<file path="src/rtl/bus_seq_pkg.sv">
package bus_seq_pkg;

  localparam int unsigned KIND_W = 3;

  typedef enum logic [KIND_W-1:0] {
    K_FETCH = 3'd0,
    K_MRD   = 3'd1,
    K_MWR   = 3'd2,
    K_IORD  = 3'd3,
    K_IOWR  = 3'd4,
    K_IACK  = 3'd5
  } cyc_kind_e;

  typedef enum logic [2:0] {
    TS_IDLE,
    TS_T1,
    TS_T2,
    TS_TW,
    TS_T3,
    TS_T4
  } tstate_e;

  typedef struct packed {
    logic io_m;
    logic s1;
    logic s0;
  } stat_t;

  function automatic logic kind_ok(input logic [KIND_W-1:0] k);
    return k <= K_IACK;
  endfunction

  function automatic logic is_io(input logic [KIND_W-1:0] k);
    return (k == K_IORD) || (k == K_IOWR) || (k == K_IACK);
  endfunction

  function automatic logic is_write(input logic [KIND_W-1:0] k);
    return (k == K_MWR) || (k == K_IOWR);
  endfunction

  function automatic logic is_rd(input logic [KIND_W-1:0] k);
    return (k == K_FETCH) || (k == K_MRD) || (k == K_IORD);
  endfunction

  function automatic logic takes_data(input logic [KIND_W-1:0] k);
    return is_rd(k) || (k == K_IACK);
  endfunction

  function automatic stat_t stat_of(input logic [KIND_W-1:0] k);
    stat_t s;
    s.io_m = is_io(k);
    s.s1   = !is_write(k);
    s.s0   = (k == K_FETCH) || (k == K_IACK) || is_write(k);
    return s;
  endfunction

endpackage

</file>
<file path="src/rtl/bus_seq_fsm.sv">
module bus_seq_fsm
  import bus_seq_pkg::*;
#(
  parameter int unsigned ADDR_W = 16,
  parameter int unsigned DATA_W = 8
) (
  input  logic              clk_i,
  input  logic              rst_ni,
  input  logic              req_i,
  input  logic [KIND_W-1:0] kind_i,
  input  logic [ADDR_W-1:0] addr_i,
  input  logic [DATA_W-1:0] wdata_i,
  input  logic              ready_i,
  output tstate_e           state_o,
  output logic [KIND_W-1:0] kind_o,
  output logic [ADDR_W-1:0] addr_o,
  output logic [DATA_W-1:0] wdata_o
);

  tstate_e           state_q, state_d;
  logic [KIND_W-1:0] kind_q;
  logic [ADDR_W-1:0] addr_q;
  logic [DATA_W-1:0] wdata_q;
  logic              accept;

  assign accept = (state_q == TS_IDLE) && req_i && kind_ok(kind_i);

  always_comb begin
    state_d = state_q;
    unique case (state_q)
      TS_IDLE: if (accept) state_d = TS_T1;
      TS_T1:   state_d = TS_T2;
      TS_T2,
      TS_TW:   state_d = ready_i ? TS_T3 : TS_TW;
      TS_T3:   state_d = (kind_q == K_FETCH) ? TS_T4 : TS_IDLE;
      TS_T4:   state_d = TS_IDLE;
      default: state_d = TS_IDLE;
    endcase
  end

  always_ff @(posedge clk_i or negedge rst_ni) begin
    if (!rst_ni) begin
      state_q <= TS_IDLE;
      kind_q  <= '0;
      addr_q  <= '0;
      wdata_q <= '0;
    end else begin
      state_q <= state_d;
      if (accept) begin
        kind_q  <= kind_i;
        addr_q  <= addr_i;
        wdata_q <= wdata_i;
      end
    end
  end

  assign state_o = state_q;
  assign kind_o  = kind_q;
  assign addr_o  = addr_q;
  assign wdata_o = wdata_q;

endmodule

</file>
<file path="src/rtl/bus_seq_drive.sv">
module bus_seq_drive
  import bus_seq_pkg::*;
#(
  parameter int unsigned ADDR_W = 16,
  parameter int unsigned DATA_W = 8,
  localparam int unsigned HI_W  = ADDR_W - DATA_W
) (
  input  tstate_e           state_i,
  input  logic [KIND_W-1:0] kind_i,
  input  logic [ADDR_W-1:0] addr_i,
  input  logic [DATA_W-1:0] wdata_i,
  output logic              busy_o,
  output logic [HI_W-1:0]   addr_hi_o,
  output logic [DATA_W-1:0] ad_o,
  output logic              ad_oe_o,
  output logic              ale_o,
  output logic              io_m_o,
  output logic              s1_o,
  output logic              s0_o,
  output logic              rd_no,
  output logic              wr_no,
  output logic              inta_no
);

  logic  active, in_t1, strobe_ph;
  stat_t st;
  logic [HI_W-1:0]   hi_byte;
  logic [DATA_W-1:0] lo_byte;

  assign active    = (state_i != TS_IDLE);
  assign in_t1     = (state_i == TS_T1);
  assign strobe_ph = (state_i == TS_T2) || (state_i == TS_TW) || (state_i == TS_T3);
  assign st        = stat_of(kind_i);

  // I/O port number is mirrored onto the high byte
  assign lo_byte = addr_i[DATA_W-1:0];
  generate
    if (HI_W >= DATA_W) begin : g_hi_wide
      assign hi_byte = is_io(kind_i) ? HI_W'(lo_byte) : addr_i[ADDR_W-1:DATA_W];
    end else begin : g_hi_narrow
      assign hi_byte = is_io(kind_i) ? lo_byte[HI_W-1:0] : addr_i[ADDR_W-1:DATA_W];
    end
  endgenerate

  always_comb begin
    busy_o    = active;
    ale_o     = in_t1;
    addr_hi_o = active ? hi_byte : '0;
    io_m_o    = active & st.io_m;
    s1_o      = active & st.s1;
    s0_o      = active & st.s0;
    rd_no     = !(strobe_ph && is_rd(kind_i));
    wr_no     = !(strobe_ph && is_write(kind_i));
    inta_no   = !(strobe_ph && (kind_i == K_IACK));
    ad_oe_o   = in_t1 || (strobe_ph && is_write(kind_i));
    if (in_t1)      ad_o = lo_byte;
    else if (!wr_no) ad_o = wdata_i;
    else            ad_o = '0;
  end

endmodule

</file>
<file path="src/rtl/bus_seq_strobe.sv">
module bus_seq_strobe (
  input  logic rd_ni,
  input  logic wr_ni,
  input  logic io_m_i,
  output logic memr_no,
  output logic ior_no,
  output logic memw_no,
  output logic iow_no
);

  localparam int unsigned N_STB = 4;
  logic [N_STB-1:0] stb;

  // bit0 selects space (1 = I/O), bit1 selects direction (1 = write)
  for (genvar g = 0; g < N_STB; g++) begin : g_stb
    localparam bit IS_WR = (g / 2) == 1;
    localparam bit IS_IO = (g % 2) == 1;
    assign stb[g] = (IS_WR ? wr_ni : rd_ni) | (IS_IO ? ~io_m_i : io_m_i);
  end

  assign memr_no = stb[0];
  assign ior_no  = stb[1];
  assign memw_no = stb[2];
  assign iow_no  = stb[3];

endmodule

</file>
<file path="src/rtl/bus_seq_capture.sv">
module bus_seq_capture
  import bus_seq_pkg::*;
#(
  parameter int unsigned DATA_W = 8
) (
  input  logic              clk_i,
  input  logic              rst_ni,
  input  tstate_e           state_i,
  input  logic [KIND_W-1:0] kind_i,
  input  logic [DATA_W-1:0] ad_i,
  output logic [DATA_W-1:0] rdata_o,
  output logic              rdata_vld_o
);

  logic take;
  assign take = (state_i == TS_T3) && takes_data(kind_i);

  always_ff @(posedge clk_i or negedge rst_ni) begin
    if (!rst_ni) begin
      rdata_o     <= '0;
      rdata_vld_o <= 1'b0;
    end else begin
      rdata_vld_o <= take;
      if (take) rdata_o <= ad_i;
    end
  end

endmodule

</file>
<file path="src/rtl/bus_cycle_seq.sv">
module bus_cycle_seq
  import bus_seq_pkg::*;
#(
  parameter int unsigned ADDR_W = 16,
  parameter int unsigned DATA_W = 8,
  localparam int unsigned HI_W  = ADDR_W - DATA_W
) (
  input  logic              clk_i,
  input  logic              rst_ni,
  input  logic              req_i,
  input  logic [KIND_W-1:0] kind_i,
  input  logic [ADDR_W-1:0] addr_i,
  input  logic [DATA_W-1:0] wdata_i,
  input  logic              ready_i,
  input  logic [DATA_W-1:0] ad_i,
  output logic              busy_o,
  output logic [HI_W-1:0]   addr_hi_o,
  output logic [DATA_W-1:0] ad_o,
  output logic              ad_oe_o,
  output logic              ale_o,
  output logic              io_m_o,
  output logic              s1_o,
  output logic              s0_o,
  output logic              rd_no,
  output logic              wr_no,
  output logic              inta_no,
  output logic              memr_no,
  output logic              memw_no,
  output logic              ior_no,
  output logic              iow_no,
  output logic [DATA_W-1:0] rdata_o,
  output logic              rdata_vld_o
);

  tstate_e           state;
  logic [KIND_W-1:0] kind_q;
  logic [ADDR_W-1:0] addr_q;
  logic [DATA_W-1:0] wdata_q;

  bus_seq_fsm #(.ADDR_W(ADDR_W), .DATA_W(DATA_W)) i_fsm (
    .clk_i   (clk_i),
    .rst_ni  (rst_ni),
    .req_i   (req_i),
    .kind_i  (kind_i),
    .addr_i  (addr_i),
    .wdata_i (wdata_i),
    .ready_i (ready_i),
    .state_o (state),
    .kind_o  (kind_q),
    .addr_o  (addr_q),
    .wdata_o (wdata_q)
  );

  bus_seq_drive #(.ADDR_W(ADDR_W), .DATA_W(DATA_W)) i_drive (
    .state_i   (state),
    .kind_i    (kind_q),
    .addr_i    (addr_q),
    .wdata_i   (wdata_q),
    .busy_o    (busy_o),
    .addr_hi_o (addr_hi_o),
    .ad_o      (ad_o),
    .ad_oe_o   (ad_oe_o),
    .ale_o     (ale_o),
    .io_m_o    (io_m_o),
    .s1_o      (s1_o),
    .s0_o      (s0_o),
    .rd_no     (rd_no),
    .wr_no     (wr_no),
    .inta_no   (inta_no)
  );

  bus_seq_strobe i_strobe (
    .rd_ni   (rd_no),
    .wr_ni   (wr_no),
    .io_m_i  (io_m_o),
    .memr_no (memr_no),
    .ior_no  (ior_no),
    .memw_no (memw_no),
    .iow_no  (iow_no)
  );

  bus_seq_capture #(.DATA_W(DATA_W)) i_capture (
    .clk_i       (clk_i),
    .rst_ni      (rst_ni),
    .state_i     (state),
    .kind_i      (kind_q),
    .ad_i        (ad_i),
    .rdata_o     (rdata_o),
    .rdata_vld_o (rdata_vld_o)
  );

endmodule

</file>
<file path="config.mk">
export PLATFORM = sky130hd
export DESIGN_NAME = bus_cycle_seq
export DESIGN_NICKNAME = d
export VERILOG_FILES = /design/src/rtl/bus_seq_pkg.sv /design/src/rtl/bus_seq_fsm.sv /design/src/rtl/bus_seq_drive.sv /design/src/rtl/bus_seq_strobe.sv /design/src/rtl/bus_seq_capture.sv /design/src/rtl/bus_cycle_seq.sv
export SDC_FILE = /design/constraint.sdc
export NUM_CORES = 1
export LEC_CHECK = 0
export BUFFER_PORTS_ARGS = -buffer_cell sky130_fd_sc_hd__buf_2
export CORE_ASPECT_RATIO = 1.75
export CORE_MARGIN = 4
export CORE_UTILIZATION = 40
export CTS_CLUSTER_SIZE = 20
export DETAILED_ROUTE_END_ITERATION = 7
export PLACE_DENSITY = 0.69
export SYNTH_ARGS = -nofsm -noshare
export SYNTH_HDL_FRONTEND = slang
export SYNTH_SLANG_ARGS = --single-unit
export TNS_END_PERCENT = 10
</file>
<file path="constraint.sdc">
create_clock -name clk_i -period 3 [get_ports clk_i]
set_input_delay 0.45 -clock clk_i [delete_from_list [all_inputs] [get_ports clk_i]]
set_output_delay 0.45 -clock clk_i [all_outputs]
set_load 0.01 [all_outputs]
</file>
==> reports/results.ini <==
[logic_synthesis]
synth_xor_area_share_pct = 0
synth_compound_area_share_pct = 8.88
yosysUniqueCellTypes = 31
synth_flop_cell = dfrtp_1
synthTopCellsByArea = dfrtp_1, mux2_2, a22o_2
synth.most_common_cell = dfrtp_1
synth_largest_area_cell = dfrtp_1
syn-cell-area_sq_um = 1850
synth_edf_count = 0
synthAdderAreaFrac_pct = 0.542
synth_common_cells = dfrtp_1, mux2_2, nand2_1
synth_top_family_by_area = multiplexers
synth.area.mux_share_pct = 21.4
synth_warnings = 0
ys_seq_area_share_pct = 52.9
synth_fp_nets = 187
syn_inst = 148
syn_area_per_cell_sq_um = 12.5
ys_ff_latch = 39
synth-simple-area-share_pct = 13.3
synth_top_area_share_pct = 52.9
async_reset_ff_share_pct = 100

[critical_path]
cp-end-kind = primary output
critPathLaunchType = flop
critPathMaxFanout = 18
arrival_ps = 2070
required_ps = 2550
critical_path_class = flop to primary output

[clocking]
root_buffer = clkbuf_8
post_cts_resized = 0
clk_pin_slew_ps = 70
cts_tree = yes
cts_hold_buf = 0
clk-insertion-delay-late_ps = 290
cts_buffers = 5
cts_sinks = 39
htreeDepth = 2
cts_buffer_depth = 2
post_cts_buffers = 0

[floorplanning]
boundaryPins = 77
fp.dieArea_sq_um = 5810
core-area_sq_um = 4440
start_util_pct = 41.5
row_count = 32
die_h_microns = 97.9
die_w_microns = 59.3

[power_and_ir_drop]
intPower_uw = 1640
switchingPower_uw = 1040
share_comb_of_total_power_pct = 49.3
ir_drop_uv = 557
p_clk_share_pct = 14.3
p_leak_uw = 0.00116
p_per_area_nw_per_um2 = 1130
power.share.sequential_pct = 36.4
swShare_pct = 38.8

[placed_design]
finalWeightedCongestion = 0.768
placedCellCount = 270
dp_hpwl_microns = 3210
numPortBuffers = 76

[routing]
drt-initial-drc-count = 35
drcViolationCount = 0
drt_wl_total_microns = 4130
first_pass_iters = 4
ant_nets = 0
vias = 1379
routedWlPerCell_microns = 14.9
avgViaCountPerCell = 4.96

[sta]
finalSetupTns_ps = 0
tightest_slew_ps = 842
drv_slew = 0
fmax_mhz = 396
relSlewSlack_pct = 43.9
finalCriticalPeriod_ps = 2520
rsz0062_at_grt = no
post-route-period-util_pct = 84.1
finalHoldViolCount = 0
fin_worst_skew_ps = 3.93
finalSetupViolations = 0

[global_routing]
grt_usage_pct = 14.9
grt_pass1_wl_microns = 6580
antenna_found_initial = 0
grt-ovfl-total = 0
grt_pass1_vias = 1422
grt_max_degree = 40

[final_layout]
area_growth_pct = 27.9
num_antenna_cells = 0
final_cell_count_no_fill = 278
final_nets = 265
drive_above_1_share_pct = 59.5

[worst_hold_path]
min_path_type = primary input to async pin

[outcome]
status = finished clean

[run]
drv_cap = 0

final timing paths:
kind	slack [ps]	from	depth (start not counted)	end
hold reg to reg	510	i_capture.rdata_o[1]	1	i_capture.rdata_o[1]
setup reg to reg	1320	i_fsm.state_o[1]	3	i_fsm.addr_o[8]
max in group asynchronous	2210	rst_ni	1	i_fsm.addr_o[8]
setup / recovery	480	i_fsm.state_o[1]	6	ior_no
hold / removal	270	rst_ni	1	i_capture.rdata_o[0]
min in group clk_i	380	ready_i	2	i_fsm.state_o[1]
state kept, by name (all words and copies together) (netlist names):
signal and count:
i_capture.rdata_o 8, i_capture.rdata_vld_o 1, i_fsm.addr_o 16, i_fsm.kind_o 3, i_fsm.state_o 3, i_fsm.wdata_o 8
cell families (layout without fill, tap and decap cells):
kind of cell | Yosys count | after routing
muxes | 35 | 35
and+or+nand+nor | 39 | 39
adders and majority gates | 1 | 1
AOI/OAI and AO/OA | 23 | 23
buffers and inverters | 11 | 90
DFF | 39 | 39
cell usage in the layout (no fill, tap or decap), drive strengths merged:
cell / instances
or2: 2
maj3: 1
and2: 1
nand3: 11
nand3b: 1
o311ai: 1
nor2: 3
clkbuf: 8
dfrtp: 39
a22o: 8
mux2: 35
nand2: 14
a21oi: 3
buf: 77
nand2b: 2
nor3b: 1
or4: 1
a211oi: 1
or3b: 2
o21ai: 10
inv: 4
clkinv: 1
nor3: 1
final cells by class:
cell class	count	area, sq um
fillers	419	2080
multi-input cells	98	813
well taps	51	63.8
inverters	5	18.8
flip-flops and latches	39	976
clock buffers	8	100
repair buffers	77	388
metal layers:
layer / track usage (%) / up-vias / part of all wire (%)
li1: - / 681 / -
met1: 16.5 / 652 / 38
met2: 25.6 / 41 / 54
met3: 5.03 / 5 / 6.7
met4: 5.24 / 0 / 1.6
met5: 0 / - / 0
worst max-delay path, stage by stage, from the launching register on:
cell and delay [ps]:
dfrtp_1 470, nor3_4 300, clkinv_1 460, nand2_1 260, inv_1 90, nand3_1 80
buf_2 130
per-stage QoR:
step	utilization, %	worst slack [ps]	area, sq um	power [uW]	hold slack [ps]
floorplan	-	1060	1850	1860	154
global placement	50.8	883	2260	2290	487
detailed placement	50.8	810	2260	2330	490
CTS	53.1	470	2360	2710	300
global route	53.1	313	2360	2870	324
finish	53.1	477	2360	2680	266
power groups by stage:
stage | combinational [uW] | clock [uW] | sequential (uW)
global route | 1450 | 416 | 1010
CTS | 1350 | 390 | 975
detailed placement | 1340 | 0 | 986
global placement | 1320 | 0 | 974
finish | 1320 | 382 | 974
floorplan | 904 | 0 | 953
No activity file was read; power rests on OpenSTA's default activity.
